## config.mk

```make
export PLATFORM = sky130hd
export DESIGN_NAME = crc32_unit
export DESIGN_NICKNAME = d
export VERILOG_FILES = /design/src/rtl/crc32_unit.sv
export SDC_FILE = /design/constraint.sdc
export NUM_CORES = 1
export LEC_CHECK = 0
export BUFFER_PORTS_ARGS = -buffer_cell sky130_fd_sc_hd__buf_2
export CORE_MARGIN = 1
export CORE_UTILIZATION = 62
export CTS_CLUSTER_SIZE = 40
export DETAILED_ROUTE_END_ITERATION = 7
export GPL_TIMING_DRIVEN = 1
export PLACE_DENSITY = 0.83
export SYNTH_ARGS = -nofsm -noshare
export SYNTH_HDL_FRONTEND = slang
export SYNTH_SLANG_ARGS = --single-unit
```

## constraint.sdc

```tcl
create_clock -name clk -period 5.7 [get_ports clk]
set_clock_uncertainty 0.2 [all_clocks]
set_input_delay 0.285 -clock clk [delete_from_list [all_inputs] [get_ports clk]]
set_output_delay 0.285 -clock clk [all_outputs]
set_load 0.01 [all_outputs]
```

## src/rtl/crc32_unit.sv

```systemverilog
module crc32_unit #(
  parameter int          DW     = 32,
  parameter logic [31:0] POLY   = 32'h04C11DB7,
  parameter logic [31:0] INIT   = 32'hFFFFFFFF,
  parameter logic [31:0] XOROUT = 32'hFFFFFFFF,
  parameter bit          REFIN  = 1'b1,
  parameter bit          REFOUT = 1'b1
) (
  input  logic          clk,
  input  logic          rst_n,
  input  logic          start,
  input  logic [2:0]    sel,
  input  logic [DW-1:0] operand,
  output logic [31:0]   result,
  output logic          done
);
  localparam int NB = DW / 8;
  localparam logic [2:0] OP_INIT = 3'd0;
  localparam logic [2:0] OP_READ = 3'd5;

  function automatic logic [7:0] rev8(input logic [7:0] b);
    for (int i = 0; i < 8; i++) rev8[i] = b[7-i];
  endfunction

  function automatic logic [31:0] rev32(input logic [31:0] w);
    for (int i = 0; i < 32; i++) rev32[i] = w[31-i];
  endfunction

  function automatic logic [31:0] fold_byte(input logic [31:0] r, input logic [7:0] b);
    logic [31:0] t;
    t = r ^ {(REFIN ? rev8(b) : b), 24'h0};
    for (int k = 0; k < 8; k++)
      t = t[31] ? ((t << 1) ^ POLY) : (t << 1);
    return t;
  endfunction

  function automatic logic [31:0] finish(input logic [31:0] r);
    return (REFOUT ? rev32(r) : r) ^ XOROUT;
  endfunction

  logic [31:0] crc_q, crc_d;
  logic [31:0] stage [0:NB];

  assign stage[0] = crc_q;

  for (genvar g = 0; g < NB; g++) begin : g_fold
    assign stage[g+1] = fold_byte(stage[g], operand[8*g +: 8]);
  end

  always_comb begin
    crc_d  = crc_q;
    result = 32'h0;
    if (sel == OP_INIT) begin
      crc_d  = INIT;
      result = finish(INIT);
    end else if (sel == OP_READ) begin
      result = finish(crc_q);
    end
    for (int n = 1; n <= NB; n++) begin
      if (sel == 3'(n)) begin
        crc_d  = stage[n];
        result = finish(stage[n]);
      end
    end
  end

  always_ff @(posedge clk) begin
    if (!rst_n)     crc_q <= INIT;
    else if (start) crc_q <= crc_d;
  end

  assign done = start;
endmodule

```

==> flow_summary_export.csv <==
group,metric,value,unit
global_route,grt_pass1_vias,5475,
setup_path,path_delay_family,"XOR/XNOR gates",
clocking,clkLatencyLatePin,0.31,ns
setup_path,r2r_end,"crc_q[27]",
global_route,grt.busiest_layer,"met2",
hold_path,hp-start,"rst_n",
global_route,grt_max_degree,35,
timing,tns,0,ns
logic_synthesis,ys.flop_type,"dfxtp_1",
clocking,htree_levels,2,
timing,min_period,5.544,ns
setup_path,cp_slowest_cell,"xnor3_2",
clocking,ctsLongestPathBuffers,2,
global_route,grt_pass1_wl,35.39,mm
setup_path,start_kind,"register",
routing,drt_wl_total,24.09,mm
floorplanning,chipHeight,106.5,um
setup_path,crit_path_end_kind,"primary output",
setup_path,r2r_slack,0.65,ns
layout,largest_register_ffs,32,
timing,hold_viol_final,0,
layout,mostFrequentLayoutCells,"xnor2_1 (128), buf_2 (70), xnor3_1 (55), xor2_1 (51), nand2_1 (40)",
routing,avgRoutedWirePerCell,28.47,um
logic_synthesis,synthCells,637,
timing,timing.hold.ws,0.2676,ns
routing,vias,5606,
logic_synthesis,synth_compound_area_share,14.61,%
layout,design_area,0.007473,mm2
setup_path,critPathBufInv,1,
timing,clock.fmax,0.1804,GHz
logic_synthesis,ys_warn_count,0,
layout,top_register,"crc_q",
status,status,"finished, final reports clean",
logic_synthesis,ys_ff_latch,32,
flow_run,maxCapViolCount,0,
hold_path,whs_endpoint,"crc_q[11]",
logic_synthesis,syn-num-nets,675,
timing,slew_headroom,25.51,%
placement,dp_hpwl,19.62,mm
clocking,cts_tree,"yes",
logic_synthesis,synth_seq_area_share,9.457,%
routing,firstDrtPassIters,7,
floorplanning,rows,37,
timing,setup_violations,0,
setup_path,r2r_cells,10,
clocking,root_buffer,"clkbuf_8",
global_route,grt-ovfl-total,0,
logic_synthesis,synth_edf_count,0,
logic_synthesis,avgSynthCellArea,10.63,um2
layout,area_delta_synth_final,10.33,%
layout,final_nets,747,
global_route,use_met1,58.95,%
clocking,clock-sinks,32,
setup_path,worst_path_largest_cell_delay,0.60,ns
timing,final.period_utilization,97.26,%
placement,port_buffers,70,
logic_synthesis,yosysUniqueCellTypes,56,
global_route,grtUsageTotal,44.00,%
placement,dpl-instance-area,0.007361,mm2
hold_path,min_path_type,"in2reg",
floorplanning,die_area,0.01135,mm2
layout,drive_gt1_share,22.96,%
hold_path,worstHoldPathCells,2,
setup_path,path_class,"reg2out",
global_route,use_met3,9.626,%
placement,gp_congestion,1.073,
timing,worst_pin_slew,1.117,ns
global_route,antenna_found_initial,1,
timing,rsz0062_at_grt,"no",
global_route,grt_use_met2,68.69,%
setup_path,cp_data_required_time,5.22,ns
logic_synthesis,async_flop_share,0,%
setup_path,r2r-start,"crc_q[30]",
routing,viasPerCell,6.626,
logic_synthesis,synthSimpleGateAreaFrac,7.425,%
layout,layout_commonest_cell,"xnor2_1",
routing,drc,0,
clocking,cts-buffers-inserted,5,
setup_path,crit_fanout,9,
layout,antenna_cells,0,
setup_path,path_cells,"xor2_4, xnor3_2, xnor2_4, xnor3_1, xor2_2, xnor3_2, xnor2_4, xnor3_1, o22a_1, buf_2",
routing,ant_nets,0,
layout,reg.largest.list,"crc_q: 32 flops",
logic_synthesis,synth_area,0.006774,mm2
routing,initialDrtViolationCount,697,
setup_path,arrival,5.06,ns
clocking,clkTransAtPathRegs,0.09,ns
floorplanning,die_w,106.5,um
floorplanning,start_util,64.75,%
logic_synthesis,synth_top_family_by_area,"XOR/XNOR gates",
layout,fillCellCount,819,
floorplanning,pin_count,71,
timing,slew_violations,0,
logic_synthesis,synth_fa_ha_area_share,0,%
logic_synthesis,synth-xor-area-share,65.52,%
floorplanning,core,0.01046,mm2
logic_synthesis,synth_mux_area_share,0.2955,%
-- cell usage after synthesis (9+ instances only) --
library cell | count | area (um2)
a31oi_1 | 11 | 68.82
xor2_1 | 51 | 446.7
xnor3_1 | 56 | 1261
clkbuf_1 | 21 | 78.83
nor2_1 | 35 | 131.4
xnor3_2 | 15 | 356.6
o21a_1 | 15 | 112.6
xnor2_2 | 11 | 178.9
a221oi_1 | 12 | 105.1
xnor2_4 | 10 | 275.3
xnor2_1 | 129 | 1130
a211oi_1 | 9 | 67.56
dfxtp_1 | 32 | 640.6
o21ai_0 | 37 | 185.2
nand2_1 | 40 | 150.1
xor3_1 | 18 | 427.9
a21oi_1 | 22 | 110.1
-- repair_timing --
action	CTS	global route
endpoints found under the setup margin	0	6
hold buffers	0	0
resized for setup	0	1
buffers inserted	0	0
-- worst max path at each step --
stage,to,start,cells after the start,slack [ns]
floorplan,result[13],crc_q[28],11,1.12
global placement,result[26],crc_q[30],11,0.45
detailed placement,result[26],crc_q[30],11,0.47
CTS,result[26],crc_q[30],11,0.11
global route,result[0],crc_q[27],11,0.02
finish,result[4],crc_q[30],10,0.16
-- final cells by class --
| class | count | area [um2] | area share [%] |
|---|---|---|---|
| timing repair buffer | 100 | 575.6 | 7.701 |
| clock inverter | 3 | 42.54 | 0.5692 |
| clock buffer | 5 | 68.82 | 0.9208 |
| tap | 136 | 170.2 | 2.277 |
| inverter | 3 | 11.26 | 0.1507 |
| multi-input combinational | 567 | 5964 | 79.81 |
| sequential | 32 | 640.6 | 8.572 |
-- per-layer routing --
layer	vias up	wire, um
met5	-	13
met4	2	1106
met3	70	2702
met2	398	10850
met1	2760	9418
li1	2376	-
-- worst register-to-register path: stages (launching register included) --
cell     delay, ns
dfxtp_1       0.48
xor2_4        0.40
xnor3_2       0.61
xnor2_4       0.50
xnor3_1       0.58
xor2_2        0.35
xnor3_2       0.56
xnor2_4       0.40
xnor3_1       0.50
o211a_1       0.26
a31oi_1       0.14
-- cell families (layout without fill, tap and decap cells) --
logic type / after synthesis / after routing
flops: 32 / 32
compound gates: 150 / 150
xor+xnor: 305 / 305
mux: 2 / 2
simple gates: 110 / 110
buf+inv: 38 / 111
-- per-stage QoR --
step / instances / setup slack [ns] / utilization [%]
2_1_floorplan: 637 / 1.118 / -
3_3_place_gp: 838 / 0.4514 / 70.35
3_5_place_dp: 838 / 0.4732 / 70.35
4_1_cts: 846 / 0.1108 / 71.42
5_1_grt: 846 / 0.02355 / 71.43
6_report: 846 / 0.1560 / 71.43
Power is not shown: default switching activity piles up to over one toggle a cycle in this logic, so the estimate is an artifact.
